$ cat src/rtl/sdma_pkg.sv
package sdma_pkg;
   localparam int CH_NUM      = 8;
   localparam int CH_W        = $clog2(CH_NUM);
   localparam int FIELD_W     = 2;
   localparam int CFG_W       = 16;
   localparam int NO_FIELD_CH = 4;
   localparam int GNT_STEPS   = CH_W + 1;

   typedef logic [CH_W-1:0]   chan_t;
   typedef logic [CH_NUM-1:0] chmap_t;
endpackage

$ cat src/rtl/sdma_style_mask.sv
module sdma_style_mask
   import sdma_pkg::*;
#(
   parameter logic [FIELD_W-1:0] SERIAL_SEL = 2'b01
) (
   input  logic [CFG_W-1:0] style_cfg,
   output chmap_t           allow
);
   for (genvar c = 0; c < CH_NUM; c++) begin : g_ch
      if (c == NO_FIELD_CH) begin : g_none
         assign allow[c] = 1'b0;
      end else begin : g_field
         localparam int IDX = (c < NO_FIELD_CH) ? c : c - 1;
         assign allow[c] = (style_cfg[IDX*FIELD_W +: FIELD_W] == SERIAL_SEL);
      end
   end
endmodule

$ cat src/rtl/sdma_req_rx.sv
module sdma_req_rx
   import sdma_pkg::*;
(
   input  logic   clk,
   input  logic   rst_n,
   input  logic   req_n,
   input  chmap_t allow,
   input  logic   clr_en,
   input  chan_t  clr_chan,
   output chmap_t pending
);
   logic   active;
   chan_t  slot;
   chmap_t bits;
   chmap_t frame_bits;
   chmap_t clr_vec;
   logic   frame_end;

   always_comb begin
      frame_bits = bits;
      frame_bits[CH_NUM-1] = ~req_n;
      frame_end = active && (slot == chan_t'(CH_NUM-1));
      clr_vec = '0;
      if (clr_en) clr_vec[clr_chan] = 1'b1;
   end

   always_ff @(posedge clk) begin
      if (!rst_n) begin
         active  <= 1'b0;
         slot    <= '0;
         bits    <= '0;
         pending <= '0;
      end else begin
         if (!active) begin
            if (!req_n) begin
               active <= 1'b1;
               slot   <= '0;
            end
         end else begin
            bits[slot] <= ~req_n;
            if (frame_end) active <= 1'b0;
            else           slot   <= slot + 1'b1;
         end
         pending <= (pending | (frame_end ? (frame_bits & allow) : '0)) & ~clr_vec;
      end
   end
endmodule

$ cat src/rtl/sdma_gnt_tx.sv
module sdma_gnt_tx
   import sdma_pkg::*;
(
   input  logic  clk,
   input  logic  rst_n,
   input  logic  load,
   input  chan_t load_chan,
   output logic  ready,
   output logic  gnt_n,
   output logic  done,
   output chan_t done_chan
);
   localparam int PH_W = $clog2(GNT_STEPS + 1);

   logic [PH_W-1:0] phase;
   chan_t           chan_q;
   chan_t           shift_q;

   assign ready = (phase == '0);

   always_ff @(posedge clk) begin
      if (!rst_n) begin
         phase     <= '0;
         chan_q    <= '0;
         shift_q   <= '0;
         gnt_n     <= 1'b1;
         done      <= 1'b0;
         done_chan <= '0;
      end else begin
         done <= 1'b0;
         if (phase == '0) begin
            if (load) begin
               gnt_n   <= 1'b0;
               chan_q  <= load_chan;
               shift_q <= load_chan;
               phase   <= PH_W'(1);
            end
         end else if (phase <= PH_W'(CH_W)) begin
            gnt_n   <= ~shift_q[0];
            shift_q <= shift_q >> 1;
            phase   <= phase + 1'b1;
         end else begin
            gnt_n     <= 1'b1;
            done      <= 1'b1;
            done_chan <= chan_q;
            phase     <= '0;
         end
      end
   end
endmodule

$ cat src/rtl/sdma_link_host.sv
module sdma_link_host
   import sdma_pkg::*;
#(
   parameter int                 NUM_PAIRS  = 2,
   parameter logic [FIELD_W-1:0] SERIAL_SEL = 2'b01,
   localparam int PAIR_W = (NUM_PAIRS > 1) ? $clog2(NUM_PAIRS) : 1
) (
   input  logic                      clk,
   input  logic                      rst_n,
   input  logic [CFG_W-1:0]          style_cfg,
   input  logic [NUM_PAIRS-1:0]      req_n,
   output logic [NUM_PAIRS-1:0]      gnt_n,
   output logic [NUM_PAIRS*CH_NUM-1:0] chan_req,
   input  logic                      arb_valid,
   input  logic [PAIR_W-1:0]         arb_pair,
   input  logic [CH_W-1:0]           arb_chan,
   output logic [NUM_PAIRS-1:0]      arb_ready,
   output logic [NUM_PAIRS-1:0]      gnt_done,
   output logic [NUM_PAIRS*CH_W-1:0] gnt_done_chan
);
   if (NUM_PAIRS < 1 || NUM_PAIRS > 4) begin : g_bad_pairs
      $error("sdma_link_host: NUM_PAIRS must be 1..4");
   end
   if ((CH_NUM - 1) * FIELD_W > CFG_W) begin : g_bad_cfg
      $error("sdma_link_host: style fields exceed configuration width");
   end
   if (NO_FIELD_CH >= CH_NUM) begin : g_bad_hole
      $error("sdma_link_host: fieldless channel out of range");
   end

   chmap_t allow;

   sdma_style_mask #(.SERIAL_SEL(SERIAL_SEL)) u_mask (
      .style_cfg (style_cfg),
      .allow     (allow)
   );

   for (genvar p = 0; p < NUM_PAIRS; p++) begin : g_pair
      chmap_t pend;
      chan_t  dchan;
      logic   load;

      assign load = arb_valid && (arb_pair == PAIR_W'(p)) && arb_ready[p]
                    && pend[arb_chan];

      sdma_req_rx u_rx (
         .clk      (clk),
         .rst_n    (rst_n),
         .req_n    (req_n[p]),
         .allow    (allow),
         .clr_en   (load),
         .clr_chan (arb_chan),
         .pending  (pend)
      );

      sdma_gnt_tx u_tx (
         .clk       (clk),
         .rst_n     (rst_n),
         .load      (load),
         .load_chan (arb_chan),
         .ready     (arb_ready[p]),
         .gnt_n     (gnt_n[p]),
         .done      (gnt_done[p]),
         .done_chan (dchan)
      );

      assign chan_req[p*CH_NUM +: CH_NUM]    = pend;
      assign gnt_done_chan[p*CH_W +: CH_W]   = dchan;
   end
endmodule

$ cat config.mk
export PLATFORM = sky130hd
export DESIGN_NAME = sdma_link_host
export DESIGN_NICKNAME = d
export VERILOG_FILES = /design/src/rtl/sdma_pkg.sv /design/src/rtl/sdma_style_mask.sv /design/src/rtl/sdma_req_rx.sv /design/src/rtl/sdma_gnt_tx.sv /design/src/rtl/sdma_link_host.sv
export SDC_FILE = /design/constraint.sdc
export NUM_CORES = 1
export LEC_CHECK = 0
export BUFFER_PORTS_ARGS = -buffer_cell sky130_fd_sc_hd__buf_4
export CORE_AREA = 2 2 80 82
export DETAILED_ROUTE_END_ITERATION = 6
export DIE_AREA = 0 0 82 84
export PLACE_DENSITY = 0.68
export SYNTH_ARGS = -nofsm -noshare
export SYNTH_HDL_FRONTEND = slang
export SYNTH_SLANG_ARGS = --single-unit
export TNS_END_PERCENT = 1
$ cat constraint.sdc
create_clock -name clk -period 5.9 [get_ports clk]
set_clock_uncertainty 0.15 [all_clocks]
set_input_delay 0.59 -clock clk [delete_from_list [all_inputs] [get_ports clk]]
set_output_delay 0.59 -clock clk [all_outputs]
set_load 0.05 [all_outputs]
; Word level (Yosys, flattened, before mapping)
; Cells that the tools add are included.
[op_classes]
order_cmp = 8
add_sub_neg = 4
bitwise = 18
muxes = 48
n_eq_ne = 15
n_reduce_logical = 25
[op_table]
columns = op, count
row1 = 3-bit two-way mux, 18
row2 = 8-bit bitwise AND, 4
row3 = 8-bit two-way mux, 4
row4 = 1-bit two-way mux, 19
row5 = 8-bit bitwise mux, 2
row6 = 8-bit inverter, 2
row7 = 8-bit OR, 2
row8 = 2-bit AND reduction, 8
row9 = "2-bit by 1-bit equality test with 1-bit output, second input constant", 7
row10 = "3-bit by 1-bit adder with 3-bit output, second input constant", 4
row11 = "3-bit by 4-bit < comparator with 1-bit output, second input constant", 3
row12 = 1-bit logical AND, 11
row13 = 1-bit inverter, 10
row14 = 1-bit demux with 3-bit select, 3
row15 = "3-bit by 1-bit >= comparator with 1-bit output, second input constant", 3
row16 = "2-bit != test, second input constant", 4
row17 = 1-bit binary-select mux with 3-bit select, 2
row18 = "3-bit equality test, second input constant", 2
row19 = "3-bit by 2-bit less-or-equal comparator with 1-bit output, second input constant", 2
row20 = 3-bit zero test, 2
row21 = "2-bit by 1-bit != test with 1-bit output, second input constant", 2
row22 = 2-bit nonzero test, 2
row23 = 2-bit OR reduction, 2
[totals]
in_bits = 25
regBits = 68

; Logic depth before layout (Yosys ltp)
; Gate-level depths: netlist of the first run.
[logic_depth]
word_depth = 7
ltp_mapped = 8

; Hierarchy
; A second synthesis of the first run with hierarchy kept.
[unflattened]
hier_cells = 319
area_unflattened_um2 = 3220.6
[modules_own_cells]
columns = mod, instances, cells_each, area_per_inst_um2
row1 = sdma_req_rx, 2, 84, 873.3
row2 = sdma_gnt_tx, 2, 66, 611.8
row3 = sdma_link_host, 1, 10, 142.6
row4 = sdma_style_mask, 1, 9, 107.6

; Worst setup path after synthesis of the first run
; Ideal clock, no wire load.
[synth_timing]
kind = in2reg
from = input arb_chan[2]
to = register g_pair[0].u_rx.pending[7]
arrival_time_ns = 1.943
setup_slack_ns = 3.726
path_stages = 6
cell_sequence = buf_2 > inv_1 > mux4_2 > and2_4 > buf_2 > a41oi_1
[synth_between]
elab_chain_len = 7
word_cells_on_any_way = 11
cone_classes = order compare: 2 / mux: 5 / bitwise: 2 / reduce/logical: 2
[synth_rtl]
columns = element, line
row1 = start: declaration, sdma_link_host.sv:16  ; input logic [CH_W-1:0] arb_chan,
row2 = 3-bit by 4-bit < comparator with 1-bit output (implied by the code) / 3-bit by 1-bit >= comparator with 1-bit output (equally long branches), sdma_req_rx.sv:24  ; if (clr_en) clr_vec[clr_chan] = 1'b1;
row3 = 1-bit logical AND (implied by the code), sdma_req_rx.sv:24
row4 = 1-bit two-way mux (implied by the code), sdma_req_rx.sv:24
row5 = 1-bit demux with 3-bit select, --
row6 = 8-bit two-way mux (*), sdma_req_rx.sv:24
row7 = 8-bit inverter (*), sdma_req_rx.sv:44  ; pending <= (pending | (frame_end ? (frame_bits & allow) : '0)) & ~clr_vec;
row8 = 8-bit bitwise AND (*), sdma_req_rx.sv:44
row9 = end signal: assignment, sdma_req_rx.sv:44
row10 = end: declaration, sdma_req_rx.sv:10  ; output chmap_t pending
; Every way passes the cells marked *; elsewhere a longest branch is shown, timed or not. The select of a mux whose other input is x is not followed.
; A chain may end at the register's enable or synchronous reset.

; Final worst setup path of the first run
[layout_timing]
from = register g_pair[1].u_tx.phase[0]
to = register g_pair[1].u_rx.pending[1]
[layout_between]
elab_chain_len = 6
[layout_rtl]
columns = element, line
row1 = start: declaration, sdma_gnt_tx.sv:15  ; logic [PH_W-1:0] phase;
row2 = start signal: assignment, sdma_gnt_tx.sv:41  ; phase <= phase + 1'b1;
row3 = 3-bit zero test, sdma_gnt_tx.sv:19  ; assign ready = (phase == '0);
row4 = 1-bit logical AND, sdma_link_host.sv:43  ; assign load = arb_valid && (arb_pair == PAIR_W'(p)) && arb_ready[p]
row5 = 1-bit logical AND, sdma_link_host.sv:44  ; && pend[arb_chan];
row6 = 8-bit two-way mux, sdma_req_rx.sv:24
row7 = 8-bit inverter, sdma_req_rx.sv:44
row8 = 8-bit bitwise AND, sdma_req_rx.sv:44
row9 = end signal: assignment, sdma_req_rx.sv:44
row10 = end: declaration, sdma_req_rx.sv:10
; Every way passes these cells.

==> flow_metrics.env, run 1 <==
export IMPL_timing_final_crit_period_ns=2.69
export IMPL_synth_distinct_cells=48
export IMPL_final_setup_tns_ns=0
export IMPL_drcViolationCount=0
export IMPL_antenna_cells=0
export IMPL_setup_viol=0
export IMPL_crit_fanout=11
export IMPL_ir_drop_uv=180
export IMPL_dpl_worst_slack_ns=3.16
export IMPL_hold_slack_ns=0.307
export IMPL_period_share=0.456
export IMPL_max_freq_ghz=0.372
export IMPL_start_util=0.482
export IMPL_n_fill_cell=558
export IMPL_relSlewSlack=0.355
export IMPL_synth_async_sr_flop_share=0
export IMPL_required_ns=5.93
export IMPL_dp_hpwl_mm=4.53
export IMPL_endpoint="g_pair[1].u_rx.pending[1]"
export IMPL_die_x_um=82
export IMPL_cts_root_buffer="clkbuf_8"
export IMPL_vias_per_cell=5.54
export IMPL_place_congestion=0.784
export IMPL_tightest_slew_ns=0.963
export IMPL_critPathCaptureType="flop"
export IMPL_syn_avg_cell_area_um2=9.36
export IMPL_crit_path_max_incr_delay_ns=0.71
export IMPL_timing_final_ws_setup_ns=3.21
export IMPL_post_cts_buffers=0
export IMPL_syn_nets=347
export IMPL_rrSetupSlack_ns=3.21
export IMPL_yosys_warnings=0
export IMPL_drt_first_pass_iters=4
export IMPL_cts_clk_slew_worst_paths_ns=0.07
export IMPL_regToRegEndpoint="g_pair[1].u_rx.pending[1]"
export IMPL_io_pins=53
export IMPL_htree_levels=3
export IMPL_rows=29
export IMPL_grt_pass1_wl_mm=10.9
export IMPL_final_common_cell="dfxtp_1"
export IMPL_r2r_start="g_pair[1].u_tx.phase[0]"
export IMPL_slew_viol_final=0
export IMPL_path_class="flop to flop"
export IMPL_grt_ovfl_total=0
export IMPL_ff2ff_path_depth=6
export IMPL_critPathArrivalTime_ns=2.72
export IMPL_cellLeakagePower_nw=1.49
export IMPL_clk_latency_ns=0.34
export IMPL_outcome="completed"
export IMPL_crit_chain="inv_1 > ha_1 > nor2b_1 > nand3_1 > nor2_1 > a311oi_1"
export IMPL_cp_start_kind="flop"
export IMPL_cts_max_path_buffers=2
export IMPL_ant_nets=0
export IMPL_holdPathStages=2
export IMPL_via_count=2394
export IMPL_area_growth_syn_to_layout_pct=19.3
export IMPL_layout_common_cells="dfxtp_1 (64), buf_4 (50), nor2_1 (35), nand2_1 (27), a211oi_1 (21)"
export IMPL_antenna_found_initial=0
export IMPL_hp_start="g_pair[0].u_tx.chan_q[2]"
export IMPL_die_h_um=84
export IMPL_cts_sinks=64
export IMPL_slowest_stage="nor2_1"
export IMPL_synth_edf_count=0
export IMPL_core_area_mm2=0.00610
export IMPL_grt_pass1_vias=2273
export IMPL_p_per_area_mw_per_mm2=300
export IMPL_drt_wirelength_per_cell_um=15.3
export IMPL_cts_resized=0
export IMPL_cts_tree="done"
export IMPL_drtIter0Drc=117
export IMPL_cts_made_buffers=9
export IMPL_rsz0062_at_grt="false"
export IMPL_syn_area_mm2=0.00294
export IMPL_synth_seq_cells=64
export IMPL_dieArea_mm2=0.00689
export IMPL_startpoint="g_pair[1].u_tx.phase[0]"
export IMPL_synth_seq_area_share=0.436
export IMPL_drv_cap=0
export IMPL_synth_cells=314
export IMPL_grt_use_total=0.207
export IMPL_power_mw=1.05
export IMPL_hold_path_class="flop to flop"
export IMPL_final_util=0.575
export IMPL_grt_max_degree=47
export IMPL_layout_drive_gt1_share=0.225
export IMPL_port_buffers=50
export IMPL_synthFlopType="dfxtp_1"
export IMPL_layout_nets=384
export IMPL_finalHoldViolCount=0
export IMPL_routed_wl_mm=6.62
export IMPL_cts_hold_buf=0
==> per-layer routing <==
metal	GRT usage	up-vias	share of wire
li1	-	1213	-
met1	0.275	1128	0.47
met2	0.316	41	0.47
met3	0.0509	12	0.037
met4	0.0924	0	0.023
met5	0	-	0
==> how the worst min path moves through the flow <==
stage and endpoint:
2_1_floorplan g_pair[0].u_tx.chan_q[0], 3_3_place_gp g_pair[1].u_tx.chan_q[0], 3_5_place_dp g_pair[0].u_tx.chan_q[2], 4_1_cts g_pair[0].u_tx.chan_q[2]
5_1_grt g_pair[0].u_tx.chan_q[2], 6_report g_pair[0].u_tx.chan_q[2]
==> power breakdown <==
part | leakage (nW) | total [mW] | switching (mW) | internal, mW
clock | 0.112 | 0.421 | 0.163 | 0.258
combinational | 0.862 | 0.161 | 0.103 | 0.0586
sequential | 0.518 | 0.468 | 0.0162 | 0.452
==> worst max-delay path: cells and delay by family, from the launching register on <==
| family | cells | cell delay, ns |
|---|---|---|
| adders and majority gates | 1 | 0.24 |
| and+or+nand+nor | 3 | 1.53 |
| buffers and inverters | 1 | 0.09 |
| DFF | 1 | 0.33 |
| AOI/OAI and AO/OA | 1 | 0.19 |
==> sequential cells by signal (all words and copies together), names as in the netlist <==
| signal | flops |
|---|---|
| g_pair.u_tx.done_chan | 6 |
| g_pair.u_tx.gnt_n | 2 |
| g_pair.u_rx.active | 2 |
| g_pair.u_rx.pending | 16 |
| g_pair.u_tx.chan_q | 6 |
| g_pair.u_rx.slot | 6 |
| g_pair.u_rx.bits | 12 |
| g_pair.u_tx.phase | 6 |
| g_pair.u_tx.done | 2 |
| g_pair.u_tx.shift_q | 6 |
==> kinds of logic (layout without fill, tap and decap cells) <==
logic type                 count (synthesis)  count (layout)  share of synthesized area
DFF                                       64              64                      0.436
and+or+nand+nor                          108             108                      0.190
buffers and inverters                     35              76                     0.0562
AOI/OAI and AO/OA                         71              71                      0.177
adders and majority gates                  8               8                     0.0341
muxes                                     28              28                      0.106
==> final cells by class <==
type / count / area [um^2] / share of cell area
Clock buffer: 12 / 155 / 0.0442
Clock inverter: 3 / 65.1 / 0.0186
Inverter: 11 / 41.3 / 0.0118
Multi-Input combinational cell: 215 / 1490 / 0.426
Sequential cell: 64 / 1280 / 0.365
Tap cell: 77 / 96.3 / 0.0275
Timing Repair Buffer: 50 / 375 / 0.107
==> through the flow <==
step | instance area (um^2) | std cells
floorplan | 2940 | 314
global placement | 3290 | 417
detailed placement | 3290 | 417
CTS | 3510 | 432
global route | 3510 | 432
finish | 3510 | 432
==> synthesized netlist by cell type, types with 2 or more instances <==
| library cell | count | share of area |
|---|---|---|
| a211oi_1 | 21 | 0.054 |
| a21o_1 | 2 | 0.0051 |
| a21oi_1 | 3 | 0.0051 |
| a22oi_1 | 4 | 0.010 |
| a311oi_1 | 7 | 0.021 |
| a31oi_1 | 14 | 0.030 |
| a41oi_1 | 2 | 0.0060 |
| and2_1 | 2 | 0.0043 |
| and3_1 | 2 | 0.0043 |
| and4b_1 | 4 | 0.014 |
| buf_2 | 3 | 0.0051 |
| buf_4 | 6 | 0.015 |
| clkbuf_1 | 13 | 0.017 |
| dfxtp_1 | 64 | 0.44 |
| ha_1 | 8 | 0.034 |
| inv_1 | 10 | 0.013 |
| mux2_2 | 6 | 0.023 |
| mux2i_1 | 20 | 0.068 |
| mux4_2 | 2 | 0.015 |
| nand2_1 | 27 | 0.034 |
| nand2b_1 | 2 | 0.0043 |
| nand3_1 | 2 | 0.0034 |
| nor2_1 | 35 | 0.045 |
| nor2b_1 | 11 | 0.023 |
| nor3_1 | 7 | 0.012 |
| nor3b_1 | 4 | 0.010 |
| nor4b_1 | 3 | 0.0089 |
| nor4bb_1 | 2 | 0.0068 |
| o21ai_0 | 8 | 0.014 |
| o221a_2 | 2 | 0.0077 |
(Power assumes the default switching activity.)
==> run 2: changes to the inputs <==
--- a/config.mk
+++ b/config.mk
@@ -5,11 +5,12 @@
 export SDC_FILE = /design/constraint.sdc
 export NUM_CORES = 1
 export LEC_CHECK = 0
+export ABC_AREA = 1
 export BUFFER_PORTS_ARGS = -buffer_cell sky130_fd_sc_hd__buf_4
-export CORE_AREA = 2 2 80 82
+export CORE_AREA = 2 2 82 84
 export DETAILED_ROUTE_END_ITERATION = 6
-export DIE_AREA = 0 0 82 84
-export PLACE_DENSITY = 0.68
+export DIE_AREA = 0 0 84 86
+export PLACE_DENSITY = 0.71
 export SYNTH_ARGS = -nofsm -noshare
 export SYNTH_HDL_FRONTEND = slang
 export SYNTH_SLANG_ARGS = --single-unit
==> constraint.sdc (replaced) <==
create_clock -name clk -period 2.16 [get_ports clk]
set_clock_uncertainty 0.15 [all_clocks]
set_input_delay 0.216 -clock clk [delete_from_list [all_inputs] [get_ports clk]]
set_output_delay 0.216 -clock clk [all_outputs]
set_load 0.05 [all_outputs]
==> run 2 against run 1 <==
- die area increased by 4.9%
- cell count increased by 30%
- final area increased by 5.0%
- via count increased by 19%
- power increased to 2.9 times the previous value
- critical path depth increased by 4
- wire length increased by 6.5%
- fmax increased by 36%
==> flow_metrics.env, run 2 <==
export IMPL_cts_made_buffers=9
export IMPL_slew_viol_final=0
export IMPL_crit_fanout=6
export IMPL_final_setup_tns_ns=0
export IMPL_final_common_cell="nand2_1"
export IMPL_cellLeakagePower_nw=1.74
export IMPL_max_freq_ghz=0.505
export IMPL_dieArea_mm2=0.00722
export IMPL_path_class="flop to flop"
export IMPL_hp_start="arb_chan[1]"
export IMPL_drcViolationCount=0
export IMPL_synth_common_cells="nand2_1 (78), inv_1 (69), dfxtp_1 (64)"
export IMPL_die_h_um=86
export IMPL_n_fill_cell=598
export IMPL_period_share=0.917
export IMPL_hold_path_class="primary input to flop"
export IMPL_cts_root_buffer="clkbuf_8"
export IMPL_synth_distinct_cells=31
export IMPL_timing_final_crit_period_ns=1.98
export IMPL_crit_path_max_incr_delay_ns=0.34
export IMPL_rows=29
export IMPL_antenna_cells=0
export IMPL_area_growth_syn_to_layout_pct=18.8
export IMPL_drt_first_pass_iters=5
export IMPL_startpoint="g_pair[0].u_tx.phase[0]"
export IMPL_cts_max_path_buffers=2
export IMPL_vias_per_cell=5.08
export IMPL_relSlewSlack=0.735
export IMPL_synthFlopType="dfxtp_1"
export IMPL_antenna_found_initial=0
export IMPL_rsz0062_at_grt="false"
export IMPL_setup_viol=0
export IMPL_slowest_stage="dfxtp_1"
export IMPL_synth_seq_cells=64
export IMPL_die_x_um=84
export IMPL_synth_cells=436
export IMPL_layout_drive_gt1_share=0.186
export IMPL_required_ns=2.24
export IMPL_syn_nets=469
export IMPL_drt_wirelength_per_cell_um=12.5
export IMPL_largest_register="g_pair.u_rx.pending"
export IMPL_grt_pass1_vias=2717
export IMPL_synth_edf_count=0
export IMPL_crit_chain="inv_1 > ha_1 > inv_2 > nor2_4 > inv_2 > nor3b_4 > buf_4 > nand3_1 > o211ai_1 > inv_1"
export IMPL_largestRegisters="g_pair.u_rx.pending (16), g_pair.u_rx.bits (12)"
export IMPL_synth_largest_area_cell="dfxtp_1"
export IMPL_outcome="completed"
export IMPL_routed_wl_mm=7.05
export IMPL_grt_ovfl_total=0
export IMPL_finalHoldViolCount=0
export IMPL_critPathArrivalTime_ns=2.06
export IMPL_placed_cell_area_mm2=0.00346
export IMPL_ant_nets=0
export IMPL_layout_common_cells="nand2_1 (78), inv_1 (69), dfxtp_1 (64), nand3_1 (55), buf_4 (54)"
export IMPL_drv_cap=0
export IMPL_tightest_slew_ns=0.397
export IMPL_io_pins=53
export IMPL_cts_sinks=64
export IMPL_cp_start_kind="flop"
export IMPL_yosys_warnings=0
export IMPL_r2r_start="g_pair[0].u_tx.phase[0]"
export IMPL_grt_max_degree=42
export IMPL_final_area_mm2=0.00368
export IMPL_largest_reg_flops=16
export IMPL_syn_area_mm2=0.00310
export IMPL_place_congestion=0.861
export IMPL_port_buffers=50
export IMPL_yosysTopAreaCellShare=0.413
export IMPL_dp_hpwl_mm=5.04
export IMPL_clk_latency_ns=0.33
export IMPL_ir_drop_uv=535
export IMPL_drtIter0Drc=146
export IMPL_cts_clk_slew_worst_paths_ns=0.07
export IMPL_start_util=0.494
export IMPL_synthTopCellsByArea="dfxtp_1 (41%), nand2_1 (9.4%), nand3_1 (8.9%)"
export IMPL_grt_pass1_wl_mm=11.8
export IMPL_layout_nets=513
export IMPL_via_count=2856
export IMPL_grt_use_total=0.203
export IMPL_cts_resized=0
export IMPL_yosysMostFrequentCell="nand2_1"
export IMPL_critPathCaptureType="flop"
export IMPL_core_area_mm2=0.00628
export IMPL_synth_seq_area_share=0.413
export IMPL_syn_avg_cell_area_um2=7.11
export IMPL_p_per_area_mw_per_mm2=833
export IMPL_cts_tree="done"
export IMPL_synth_async_sr_flop_share=0
export IMPL_htree_levels=3
[run 2: per-stage QoR]
| stage | worst slack [ns] | power [mW] | hold WS, ns | util | cells |
|---|---|---|---|---|---|
| 2_1_floorplan | 0.357 | 1.91 | 0.215 | - | 436 |
| 3_3_place_gp | 0.245 | 2.01 | 0.284 | 0.551 | 543 |
| 3_5_place_dp | 0.150 | 2.04 | 0.292 | 0.551 | 543 |
| 4_1_cts | 0.129 | 3.08 | 0.0595 | 0.585 | 561 |
| 5_1_grt | 0.0139 | 3.23 | 0.0610 | 0.587 | 562 |
| 6_report | 0.179 | 3.07 | 0.0643 | 0.587 | 562 |
[run 2: kinds of logic after synthesis]
logic type / count (synthesis) / synth area share
adders and majority gates: 8 / 0.0323
and+or+nand+nor: 186 / 0.277
AOI/OAI and AO/OA: 80 / 0.143
DFF: 64 / 0.413
buffers and inverters: 98 / 0.135
[run 2: worst max-delay path, delay by kind of cell (launching register included)]
family                     cells  cell delay (ns)
and+or+nand+nor                3             0.58
buffers and inverters          5             0.52
DFF                            1             0.34
adders and majority gates      1             0.18
AOI/OAI and AO/OA              1             0.10
[run 2: layout make-up]
type / instances / area (um^2) / share of cell area
Clock inverter: 3 / 40.0 / 0.0109
Sequential cell: 64 / 1280 / 0.348
Clock buffer: 13 / 159 / 0.0432
Tap cell: 77 / 96.3 / 0.0262
Inverter: 75 / 282 / 0.0765
Timing Repair Buffer: 56 / 425 / 0.116
Multi-Input combinational cell: 274 / 1400 / 0.380
[run 2: path summary, 6_finish.rpt]
path | depth (start not counted) | slack (ns) | end
worst min-delay path | 3 | 0.06 | g_pair[0].u_tx.chan_q[1]
worst max register to register | 10 | 0.18 | g_pair[0].u_rx.pending[1]
worst min register to register | 2 | 0.30 | g_pair[1].u_tx.chan_q[0]
worst max-delay path | 10 | 0.18 | g_pair[0].u_rx.pending[1]
[run 2: per-layer routing]
layer | wire, um | share of wire | up-vias | track usage
li1 | - | - | 1476 | -
met1 | 3260 | 0.46 | 1302 | 0.247
met2 | 3400 | 0.48 | 65 | 0.346
met3 | 249 | 0.035 | 13 | 0.0366
met4 | 130 | 0.018 | 0 | 0.0997
met5 | 0 | 0 | - | 0
[run 2: power by group]
| group | switching, mW | internal (mW) |
|---|---|---|
| combinational | 0.478 | 0.233 |
| sequential | 0.0575 | 1.26 |
| clock | 0.449 | 0.594 |
| total | 0.985 | 2.08 |
[run 2: what timing repair did]
item | in CTS | in global routing
endpoints found under the hold margin | 12 | 0
setup endpoints to repair | 0 | 3
hold buffers | 2 | 0
buffers inserted | 0 | 1
==> run 3: changes to the inputs <==
--- a/config.mk
+++ b/config.mk
@@ -7,10 +7,11 @@
 export LEC_CHECK = 0
 export ABC_AREA = 1
 export BUFFER_PORTS_ARGS = -buffer_cell sky130_fd_sc_hd__buf_4
-export CORE_AREA = 2 2 82 84
+export CORE_AREA = 2 2 115 117
+export CTS_BUF_LIST = sky130_fd_sc_hd__clkbuf_4 sky130_fd_sc_hd__clkbuf_8
 export DETAILED_ROUTE_END_ITERATION = 6
-export DIE_AREA = 0 0 84 86
-export PLACE_DENSITY = 0.71
+export DIE_AREA = 0 0 117 119
+export PLACE_DENSITY = 0.4
 export SYNTH_ARGS = -nofsm -noshare
 export SYNTH_HDL_FRONTEND = slang
 export SYNTH_SLANG_ARGS = --single-unit
==> run 3 against run 2 <==
- non-clock buffer count did not move
- setup slack improved by 0.073 ns
- global-route usage fell by 7.8 points
- sequential power barely moved
- utilization fell by 29 points
- die area rose by 93%
- wire length rose by 14%
- clock power fell by 9.8%
- first-iteration DRC count fell by 15%
- critical endpoint is now g_pair[0].u_rx.pending[7]
==> flow_metrics.env, run 3 (synthesized netlist as in run 2, its figures left out) <==
export IMPL_outcome="completed"
export IMPL_rsz0062_at_grt="false"
export IMPL_required_ns=2.26
export IMPL_final_common_cell="nand2_1"
export IMPL_dieArea_mm2=0.0139
export IMPL_slew_viol_final=0
export IMPL_start_util=0.241
export IMPL_cts_root_buffer="clkbuf_8"
export IMPL_place_congestion=0.755
export IMPL_antenna_found_initial=0
export IMPL_path_delay_family="buffers and inverters"
export IMPL_max_freq_ghz=0.524
export IMPL_p_int_mw=1.95
export IMPL_switching_share=0.340
export IMPL_layout_common_cells="nand2_1 (78), inv_1 (69), dfxtp_1 (64), nand3_1 (55), buf_4 (54)"
export IMPL_cellLeakagePower_nw=1.74
export IMPL_final_util=0.294
export IMPL_final_setup_tns_ns=0
export IMPL_worst_path_buf_inv=5
export IMPL_layout_drive_gt1_share=0.190
export IMPL_rows=42
export IMPL_critPathArrivalTime_ns=2.00
export IMPL_cts_clk_slew_worst_paths_ns=0.07
export IMPL_placed_cell_area_mm2=0.00359
export IMPL_die_x_um=117
export IMPL_grt_max_degree=23
export IMPL_antenna_cells=0
export IMPL_cts_sinks=64
export IMPL_combPwrFrac=0.239
export IMPL_drtIter0Drc=124
export IMPL_post_cts_buffers=0
export IMPL_drv_cap=0
export IMPL_share_seq_of_total_power=0.444
export IMPL_largestRegisters="g_pair.u_rx.pending (16), g_pair.u_rx.bits (12)"
export IMPL_area_growth_syn_to_layout_pct=22.0
export IMPL_largest_register="g_pair.u_rx.pending"
export IMPL_die_h_um=119
export IMPL_path_class="flop to flop"
export IMPL_hold_path_class="primary input to flop"
export IMPL_drt_wirelength_per_cell_um=12.2
export IMPL_cts_made_buffers=9
export IMPL_grt_pass1_wl_mm=13.2
export IMPL_timing_final_ws_setup_ns=0.251
export IMPL_slowest_stage="dfxtp_1"
export IMPL_core_area_mm2=0.0129
export IMPL_clk_latency_ns=0.35
export IMPL_drcViolationCount=0
export IMPL_switching_power_mw=1.01
export IMPL_timing_final_crit_period_ns=1.91
export IMPL_dp_hpwl_mm=5.97
export IMPL_ir_drop_uv=213
export IMPL_largest_reg_flops=16
export IMPL_clockPowerShare=0.317
export IMPL_crit_chain="inv_1 > ha_1 > inv_2 > nor2_4 > inv_2 > nor3b_4 > buf_4 > nand3_1 > o211ai_1 > inv_1"
export IMPL_drt_first_pass_iters=4
export IMPL_cp_start_kind="flop"
export IMPL_ant_nets=0
export IMPL_vias_per_cell=4.18
export IMPL_relSlewSlack=0.742
export IMPL_via_count=2764
export IMPL_dpl_worst_slack_ns=0.264
export IMPL_grt_pass1_vias=2693
export IMPL_tightest_slew_ns=0.387
export IMPL_p_per_area_mw_per_mm2=783
export IMPL_setup_viol=0
export IMPL_grt_ovfl_total=0
export IMPL_port_buffers=50
export IMPL_final_area_mm2=0.00378
export IMPL_grt_use_total=0.125
export IMPL_critPathCaptureType="flop"
export IMPL_cts_tree="done"
export IMPL_routed_wl_mm=8.04
export IMPL_crit_path_max_incr_delay_ns=0.34
export IMPL_finalHoldViolCount=0
export IMPL_crit_fanout=8
export IMPL_htree_levels=3
export IMPL_cts_max_path_buffers=2
export IMPL_period_share=0.884
export IMPL_io_pins=53
export IMPL_layout_nets=513
[run 3: cell types whose count changed in the layout (fill, tap and decap cells not counted), sizes merged]
cell,change
clkbuf,-1
bufinv,-1
clkinv,+2
[run 3: what timing repair did]
action / in CTS / in global routing
resized for setup: 0 / 0
endpoints found under the hold margin: 12 / 0
hold buffers: 2 / 0
[run 3: area by class of cell]
class | count | area (um^2)
clock buffers | 12 | 153
clock inverters | 4 | 20.0
fillers | 1478 | 9090
inverters | 75 | 282
multi-input cells | 274 | 1400
flip-flops and latches | 64 | 1280
well taps | 176 | 220
repair buffers | 56 | 425
[run 3: worst paths after layout]
kind | from | to | slack (ns) | cells after the start
worst max-delay path | g_pair[0].u_tx.phase[0] | g_pair[0].u_rx.pending[7] | 0.25 | 10
worst min-delay path | arb_chan[1] | g_pair[0].u_tx.chan_q[1] | 0.06 | 3
worst max register to register | g_pair[0].u_tx.phase[0] | g_pair[0].u_rx.pending[7] | 0.25 | 10
worst min register to register | g_pair[1].u_tx.chan_q[0] | g_pair[1].u_tx.chan_q[0] | 0.30 | 2
[run 3: through the flow]
step | instances | hold slack (ns) | total power, mW
2_1_floorplan | 436 | 0.215 | 1.91
3_3_place_gp | 643 | 0.288 | 2.04
3_5_place_dp | 643 | 0.291 | 2.05
4_1_cts | 661 | 0.0512 | 3.01
5_1_grt | 661 | 0.0648 | 3.15
6_report | 661 | 0.0559 | 2.96
[run 3: worst min-delay path: stages]
cell and delay, ns:
buf_4 0.15, o21ai_2 0.07, a21oi_2 0.08
[run 3: routing by layer]
metal,wire length [um],global-route usage,up-vias
met3,307,0.0377,9
met2,3820,0.205,46
met5,0,0,-
met1,3800,0.157,1233
li1,-,-,1476
met4,102,0.0353,0
[run 3: power by group through the flow]
| stage | clock, mW | combinational [mW] | sequential [mW] |
|---|---|---|---|
| finish | 0.938 | 0.707 | 1.31 |
| global route | 1.04 | 0.789 | 1.33 |
| CTS | 0.984 | 0.718 | 1.31 |
| detailed placement | 0 | 0.712 | 1.34 |
| global placement | 0 | 0.705 | 1.34 |
| floorplan | 0 | 0.584 | 1.32 |
